`config.mk`:
```
export PLATFORM = sky130hd
export DESIGN_NAME = smb_regif
export DESIGN_NICKNAME = d
export VERILOG_FILES = /design/src/rtl/smb_regif_pkg.sv /design/src/rtl/smb_line_sync.sv /design/src/rtl/smb_cond_det.sv /design/src/rtl/smb_regif.sv
export SDC_FILE = /design/constraint.sdc
export NUM_CORES = 1
export LEC_CHECK = 0
export ABC_AREA = 1
export BUFFER_PORTS_ARGS = -buffer_cell sky130_fd_sc_hd__buf_2
export CORE_ASPECT_RATIO = 2
export CORE_MARGIN = 8
export CORE_UTILIZATION = 60
export DETAILED_ROUTE_END_ITERATION = 16
export PLACE_DENSITY = 0.81
export SLEW_MARGIN = 20
export SYNTH_ARGS = -nofsm -noshare
export SYNTH_HDL_FRONTEND = slang
export SYNTH_SLANG_ARGS = --single-unit
```
`constraint.sdc`:
```
create_clock -name clk_i -period 2.1 [get_ports clk_i]
set_input_delay 0.21 -clock clk_i [delete_from_list [all_inputs] [get_ports clk_i]]
set_output_delay 0.21 -clock clk_i [all_outputs]
set_load 0.005 [all_outputs]
```
`src/rtl/smb_regif_pkg.sv`:
```
package smb_regif_pkg;

  typedef enum logic [2:0] {
    ST_IDLE,
    ST_RX,
    ST_RX_ACK,
    ST_TX,
    ST_TX_ACK
  } smb_state_e;

  typedef enum logic [1:0] {
    RL_ADDR,
    RL_CMD,
    RL_CNT,
    RL_DATA
  } rx_role_e;

  typedef struct packed {
    logic start;
    logic stop;
    logic rise;
    logic fall;
    logic scl;
    logic sda;
  } bus_ev_t;

endpackage

```
`src/rtl/smb_line_sync.sv`:
```
module smb_line_sync #(
  parameter int unsigned STAGES  = 2,
  parameter logic        RST_VAL = 1'b1
) (
  input  logic clk_i,
  input  logic rst_ni,
  input  logic d_i,
  output logic q_o
);

  logic [STAGES-1:0] sh_q;

  generate
    if (STAGES == 1) begin : g_one
      always_ff @(posedge clk_i or negedge rst_ni) begin
        if (!rst_ni) sh_q <= RST_VAL;
        else         sh_q <= d_i;
      end
    end else begin : g_chain
      always_ff @(posedge clk_i or negedge rst_ni) begin
        if (!rst_ni) sh_q <= {STAGES{RST_VAL}};
        else         sh_q <= {sh_q[STAGES-2:0], d_i};
      end
    end
  endgenerate

  assign q_o = sh_q[STAGES-1];

endmodule

```
`src/rtl/smb_cond_det.sv`:
```
module smb_cond_det
  import smb_regif_pkg::*;
#(
  parameter int unsigned SYNC_STAGES = 2
) (
  input  logic    clk_i,
  input  logic    rst_ni,
  input  logic    scl_i,
  input  logic    sda_i,
  output bus_ev_t ev_o
);

  logic scl_s, sda_s, scl_q, sda_q;

  smb_line_sync #(.STAGES(SYNC_STAGES), .RST_VAL(1'b1)) u_scl_sync (
    .clk_i (clk_i),
    .rst_ni(rst_ni),
    .d_i   (scl_i),
    .q_o   (scl_s)
  );

  smb_line_sync #(.STAGES(SYNC_STAGES), .RST_VAL(1'b1)) u_sda_sync (
    .clk_i (clk_i),
    .rst_ni(rst_ni),
    .d_i   (sda_i),
    .q_o   (sda_s)
  );

  always_ff @(posedge clk_i or negedge rst_ni) begin
    if (!rst_ni) begin
      scl_q <= 1'b1;
      sda_q <= 1'b1;
    end else begin
      scl_q <= scl_s;
      sda_q <= sda_s;
    end
  end

  // start/stop only while SCL held high across both samples
  assign ev_o.start = scl_s & scl_q & sda_q & ~sda_s;
  assign ev_o.stop  = scl_s & scl_q & ~sda_q & sda_s;
  assign ev_o.rise  = scl_s & ~scl_q;
  assign ev_o.fall  = ~scl_s & scl_q;
  assign ev_o.scl   = scl_s;
  assign ev_o.sda   = sda_s;

endmodule

```
`src/rtl/smb_regif.sv`:
```
module smb_regif
  import smb_regif_pkg::*;
#(
  parameter int unsigned NUM_REGS    = 22,
  parameter logic [6:0]  DEV_ADDR    = 7'h69,
  parameter int unsigned SYNC_STAGES = 2,
  localparam int unsigned IDX_W      = $clog2(NUM_REGS + 1)
) (
  input  logic             clk_i,
  input  logic             rst_ni,
  input  logic             scl_i,
  input  logic             sda_i,
  output logic             sda_oe_o,
  output logic             reg_we_o,
  output logic [IDX_W-1:0] reg_widx_o,
  output logic [7:0]       reg_wdata_o,
  output logic [IDX_W-1:0] reg_ridx_o,
  input  logic [7:0]       reg_rdata_i
);

  localparam logic [IDX_W-1:0] LAST_IDX = IDX_W'(NUM_REGS);
  localparam logic [7:0]       NREG_B   = 8'(NUM_REGS);

  bus_ev_t    ev;
  smb_state_e state_q;
  rx_role_e   role_q;
  logic [2:0] bit_cnt_q;
  logic       byte_full_q, go_tx_q, cnt_phase_q, oe_q, we_q;
  logic [7:0] rx_sh_q, tx_sh_q, cmd_q, rem_q, wdata_q;
  logic [IDX_W-1:0] ptr_q, widx_q;

  logic             ack_now, blk_cmd;
  logic [7:0]       tx_next;
  logic [IDX_W-1:0] ptr_inc, cmd_idx, rx_idx;

  smb_cond_det #(.SYNC_STAGES(SYNC_STAGES)) u_cond (
    .clk_i (clk_i),
    .rst_ni(rst_ni),
    .scl_i (scl_i),
    .sda_i (sda_i),
    .ev_o  (ev)
  );

  assign blk_cmd = (cmd_q == 8'd0);
  assign cmd_idx = IDX_W'(cmd_q - 8'd1);
  assign rx_idx  = IDX_W'(rx_sh_q - 8'd1);
  assign ptr_inc = (ptr_q < LAST_IDX) ? ptr_q + IDX_W'(1) : ptr_q;
  assign tx_next = cnt_phase_q ? NREG_B : ((ptr_q < LAST_IDX) ? reg_rdata_i : 8'hFF);

  always_comb begin
    unique case (role_q)
      RL_ADDR: ack_now = (rx_sh_q[7:1] == DEV_ADDR);
      RL_CMD:  ack_now = (rx_sh_q <= NREG_B);
      RL_CNT:  ack_now = 1'b1;
      default: ack_now = (rem_q != 8'd0) && (ptr_q < LAST_IDX);
    endcase
  end

  always_ff @(posedge clk_i or negedge rst_ni) begin
    if (!rst_ni) begin
      state_q     <= ST_IDLE;
      role_q      <= RL_ADDR;
      bit_cnt_q   <= '0;
      byte_full_q <= 1'b0;
      rx_sh_q     <= '0;
      tx_sh_q     <= '0;
      go_tx_q     <= 1'b0;
      cmd_q       <= '0;
      ptr_q       <= '0;
      rem_q       <= '0;
      cnt_phase_q <= 1'b0;
      oe_q        <= 1'b0;
      we_q        <= 1'b0;
      widx_q      <= '0;
      wdata_q     <= '0;
    end else begin
      we_q <= 1'b0;
      if (ev.start) begin
        state_q     <= ST_RX;
        role_q      <= RL_ADDR;
        bit_cnt_q   <= '0;
        byte_full_q <= 1'b0;
        oe_q        <= 1'b0;
      end else if (ev.stop) begin
        state_q     <= ST_IDLE;
        byte_full_q <= 1'b0;
        oe_q        <= 1'b0;
      end else begin
        unique case (state_q)
          ST_RX: begin
            if (ev.rise) begin
              rx_sh_q   <= {rx_sh_q[6:0], ev.sda};
              bit_cnt_q <= bit_cnt_q + 3'd1;
              if (bit_cnt_q == 3'd7) byte_full_q <= 1'b1;
            end else if (ev.fall && byte_full_q) begin
              byte_full_q <= 1'b0;
              if (!ack_now) begin
                state_q <= ST_IDLE;
              end else begin
                state_q <= ST_RX_ACK;
                oe_q    <= 1'b1;
                unique case (role_q)
                  RL_ADDR: begin
                    go_tx_q <= rx_sh_q[0];
                    if (rx_sh_q[0]) begin
                      cnt_phase_q <= blk_cmd;
                      ptr_q       <= blk_cmd ? '0 : cmd_idx;
                    end else begin
                      role_q <= RL_CMD;
                    end
                  end
                  RL_CMD: begin
                    go_tx_q <= 1'b0;
                    cmd_q   <= rx_sh_q;
                    if (rx_sh_q == 8'd0) begin
                      role_q <= RL_CNT;
                    end else begin
                      role_q <= RL_DATA;
                      ptr_q  <= rx_idx;
                      rem_q  <= 8'd1;
                    end
                  end
                  RL_CNT: begin
                    go_tx_q <= 1'b0;
                    rem_q   <= rx_sh_q;
                    ptr_q   <= '0;
                    role_q  <= RL_DATA;
                  end
                  default: begin
                    go_tx_q <= 1'b0;
                    we_q    <= 1'b1;
                    widx_q  <= ptr_q;
                    wdata_q <= rx_sh_q;
                    ptr_q   <= ptr_q + IDX_W'(1);
                    rem_q   <= rem_q - 8'd1;
                  end
                endcase
              end
            end
          end
          ST_RX_ACK: begin
            if (ev.fall) begin
              bit_cnt_q <= '0;
              if (go_tx_q) begin
                state_q <= ST_TX;
                tx_sh_q <= tx_next;
                oe_q    <= ~tx_next[7];
                if (cnt_phase_q) cnt_phase_q <= 1'b0;
                else             ptr_q       <= ptr_inc;
              end else begin
                state_q <= ST_RX;
                oe_q    <= 1'b0;
              end
            end
          end
          ST_TX: begin
            if (ev.fall) begin
              if (bit_cnt_q == 3'd7) begin
                oe_q    <= 1'b0;
                state_q <= ST_TX_ACK;
              end else begin
                tx_sh_q   <= {tx_sh_q[6:0], 1'b0};
                oe_q      <= ~tx_sh_q[6];
                bit_cnt_q <= bit_cnt_q + 3'd1;
              end
            end
          end
          ST_TX_ACK: begin
            if (ev.rise && ev.sda) begin
              state_q <= ST_IDLE;   // master NACK ends the read
            end else if (ev.fall) begin
              state_q   <= ST_TX;
              bit_cnt_q <= '0;
              tx_sh_q   <= tx_next;
              oe_q      <= ~tx_next[7];
              if (cnt_phase_q) cnt_phase_q <= 1'b0;
              else             ptr_q       <= ptr_inc;
            end
          end
          default: ;
        endcase
      end
    end
  end

  assign sda_oe_o    = oe_q;
  assign reg_we_o    = we_q;
  assign reg_widx_o  = widx_q;
  assign reg_wdata_o = wdata_q;
  assign reg_ridx_o  = ptr_q;

  AST_WE_IN_RANGE: assert property (@(posedge clk_i) disable iff (!rst_ni)
    reg_we_o |-> (reg_widx_o < LAST_IDX));
  AST_WE_SINGLE: assert property (@(posedge clk_i) disable iff (!rst_ni)
    reg_we_o |=> !reg_we_o);
  AST_WE_WITH_ACK: assert property (@(posedge clk_i) disable iff (!rst_ni)
    reg_we_o |-> sda_oe_o);
  AST_SDA_SCL_LOW: assert property (@(posedge clk_i) disable iff (!rst_ni)
    (ev.scl && $past(ev.scl)) |-> $stable(sda_oe_o));
  AST_STOP_RELEASE: assert property (@(posedge clk_i) disable iff (!rst_ni)
    ev.stop |=> !sda_oe_o);
  AST_NO_WE_AFTER_STOP: assert property (@(posedge clk_i) disable iff (!rst_ni)
    ev.stop |=> !reg_we_o);

endmodule

```
==> impl_metrics.env <==
export IMPL_mostFrequentLayoutCells="154 x nand2_1, 62 x dfrtp_1, 56 x inv_1"
export IMPL_portBuffers=31
export IMPL_power_mw=6.03
export IMPL_placed_area_sq_um=4270
export IMPL_slowest_delay_ns=0.45
export IMPL_dp_hpwl_um=6790
export IMPL_rsz0062_at_grt="false"
export IMPL_critPathKind="reg2reg"
export IMPL_r2r_start="rx_sh_q[0]"
export IMPL_cts_buffers_inserted=9
export IMPL_p_sw_mw=2.58
export IMPL_clk_pin_slew_ns=0.06
export IMPL_die_area_sq_um=9630
export IMPL_ctsRootBufferMaster="clkbuf_16"
export IMPL_start_util_pct=60.9
export IMPL_post_cts_repair_setup_buffers=0
export IMPL_grt_start_max_net_pins=30
export IMPL_track_usage_pct=20.8
export IMPL_crit_path_start_kind="flop"
export IMPL_worstMarginPinSlew_ns=0.600
export IMPL_drt_wl_total_um=9140
export IMPL_hold_class="in2reg"
export IMPL_fin_skew_ns=0.00576
export IMPL_antenna_found_initial=0
export IMPL_critPathCaptureType="flop"
export IMPL_p_comb_share_pct=43.7
export IMPL_p_sw_share_pct=42.7
export IMPL_cts_hold_buf=3
export IMPL_ir_drop_mv=0.821
export IMPL_wire_per_inst_um=14.0
export IMPL_first_pass_iters=6
export IMPL_hold_viol=0
export IMPL_critPathRequiredTime_ns=2.37
export IMPL_htreeDepth=3
export IMPL_fin_crit_sh_pct=89.7
export IMPL_max_freq_ghz=0.531
export IMPL_cp_common_cell="inv_1"
export IMPL_drive_gt1_share_pct=19.9
export IMPL_setup_tns_final_ns=0
export IMPL_clkSinkCount=68
export IMPL_fin_nets=588
export IMPL_synth_fp_nets=541
export IMPL_p_leak_nw=2.47
export IMPL_syn_avg_cell_area_sq_um=7.70
export IMPL_core_sq_um=6520
export IMPL_fillers=575
export IMPL_synth_area_sq_um=3970
export IMPL_relSlewSlack_pct=60.0
export IMPL_intPower_mw=3.45
export IMPL_dieHeight_um=131
export IMPL_clockBufferDepth=2
export IMPL_crit_fanout=13
export IMPL_path_buf_inv=4
export IMPL_layout_commonest_cell="nand2_1"
export IMPL_ys_ff_latch=68
export IMPL_sequentialPowerShare_pct=31.5
export IMPL_grt_pass1_vias=3434
export IMPL_antenna_left=0
export IMPL_grt_pass1_wl_um=15500
export IMPL_cp_slowest_cell="dfrtp_1"
export IMPL_crit_chain="inv_1 -> buf_4 -> ha_1 -> nand3_1 -> inv_1 -> a21o_1 -> nor2_1 -> nand2_2 -> inv_1 -> nand2_1 -> nand2_1"
export IMPL_clkPwrFrac_pct=24.8
export IMPL_period_minus_slack_ns=1.88
export IMPL_worstHoldStart="reg_rdata_i[1]"
export IMPL_drtIter0Drc=252
export IMPL_gp_congestion=1.02
export IMPL_crit_family="simple AND/OR/NAND/NOR gates"
export IMPL_power_density_nw_per_um2=1310
export IMPL_final_max_slew_violation_count=0
export IMPL_outcome="finished, final reports clean"
export IMPL_cts_tree="yes"
export IMPL_row_count=42
export IMPL_drc=0
export IMPL_drv_cap=0
export IMPL_synth_distinct_cells=36
export IMPL_grt_overflow=0
export IMPL_ys_seq_area_share_pct=43.1
export IMPL_cp_startpoint="rx_sh_q[0]"
export IMPL_worstPathArrival_ns=2.16
export IMPL_vias=3484
export IMPL_area_delta_synth_final_pct=15.9
export IMPL_clock_latency_ns=0.33
export IMPL_viasPerCell=5.32
export IMPL_diodes=0
export IMPL_ctsResizeCount=0
export IMPL_io_pins=32
export IMPL_synth_top_area_share_pct=39.1
export IMPL_fin_area_sq_um=4600
export IMPL_synth_area_leaders="dfrtp_1 39%, nand2_1 15%, inv_1 5.3%"
export IMPL_yosys_warnings=0
export IMPL_synth_largest_area_cell="dfrtp_1"
export IMPL_finalSetupViolCount=0
export IMPL_synthCells=515
export IMPL_die_w_um=73.5
metal layers:
layer  GRT usage (%)  vias up  wire length, um
li1                -     1754                -
met2            34.1       82             4560
met1            25.0     1633             4050
met5               0        -                0
met4            10.8        0              190
met3            3.52       15              331
stage by stage:
step | worst slack, ns | cells | hold slack [ns] | util, %
after global placement | 0.280 | 636 | 0.101 | 65.5
after floorplan | 0.379 | 515 | -0.0856 | -
final | 0.215 | 655 | 0.175 | 70.6
after global routing | 0.0136 | 655 | 0.193 | 70.6
after detailed placement | 0.239 | 636 | 0.103 | 65.5
after CTS | 0.217 | 655 | 0.168 | 70.6
cell usage after synthesis:
master	n
nor2_1	42
nand3b_1	2
nand2_1	154
a21o_1	1
nand3_2	3
clkbuf_1	2
o2111ai_2	1
nor2_2	6
or2_0	1
o22ai_1	6
dfstp_2	6
a221oi_1	1
a21boi_0	3
ha_1	14
nand3_1	32
buf_6	2
inv_4	2
nand4_1	10
buf_2	3
nor3_1	4
a22oi_1	6
nand2_4	3
buf_4	1
o21ai_1	11
xor2_1	5
nand2_2	7
inv_1	56
xnor2_1	2
o21ai_2	13
dfrtp_1	62
inv_2	8
o21ai_0	32
nor2_4	3
a21oi_1	7
nand3_4	1
or2_2	3
final cells by class:
cell class                 instances  area [sq um]  share of cell area, %
clock inverter                     7          76.3                   1.66
multi-input combinational        373          1950                   42.4
sequential                        68          1710                   37.2
timing repair buffer              44           273                   5.93
inverter                          66           253                   5.50
clock buffer                       9           225                   4.90
tap                               88           110                   2.39
cell families after synthesis:
group | count (synthesis) | share of synthesized area, %
compound gates | 81 | 12.6
flops | 68 | 43.1
buf+inv | 74 | 7.70
xor+xnor | 7 | 1.55
fa+ha+maj | 14 | 4.42
simple gates | 271 | 30.6
flip-flops by register name, summed over array words and instances (netlist names), 2 cells and up:
register                cells
rem_q                       8
state_q                     3
u_cond.u_sda_sync.sh_q      2
reg_ridx_o                  5
bit_cnt_q                   3
reg_widx_o                  5
tx_sh_q                     7
rx_sh_q                     8
u_cond.u_scl_sync.sh_q      2
role_q                      2
reg_wdata_o                 8
cmd_q                       8
power groups by stage:
stage	clock (mW)	sequential (mW)	combinational, mW
finish	1.50	1.90	2.64
global route	1.58	1.94	2.97
CTS	1.52	1.89	2.63
detailed placement	0	1.92	2.59
global placement	0	1.90	2.53
floorplan	0	1.84	2.01
worst min-delay path: stages:
cell and delay, ns:
buf_2 0.07, o22ai_1 0.06, o21ai_1 0.12
final timing paths:
check	to	slack [ns]	cells after the start
max	rem_q[5]	0.22	11
max in group asynchronous	u_cond.scl_q	1.21	3
min in group asynchronous	rem_q[3]	0.28	2
min reg2reg	u_cond.u_sda_sync.sh_q[1]	0.36	0
max reg2reg	rem_q[5]	0.22	11
min	tx_sh_q[1]	0.18	3
Power figures use the tool's default switching activity.
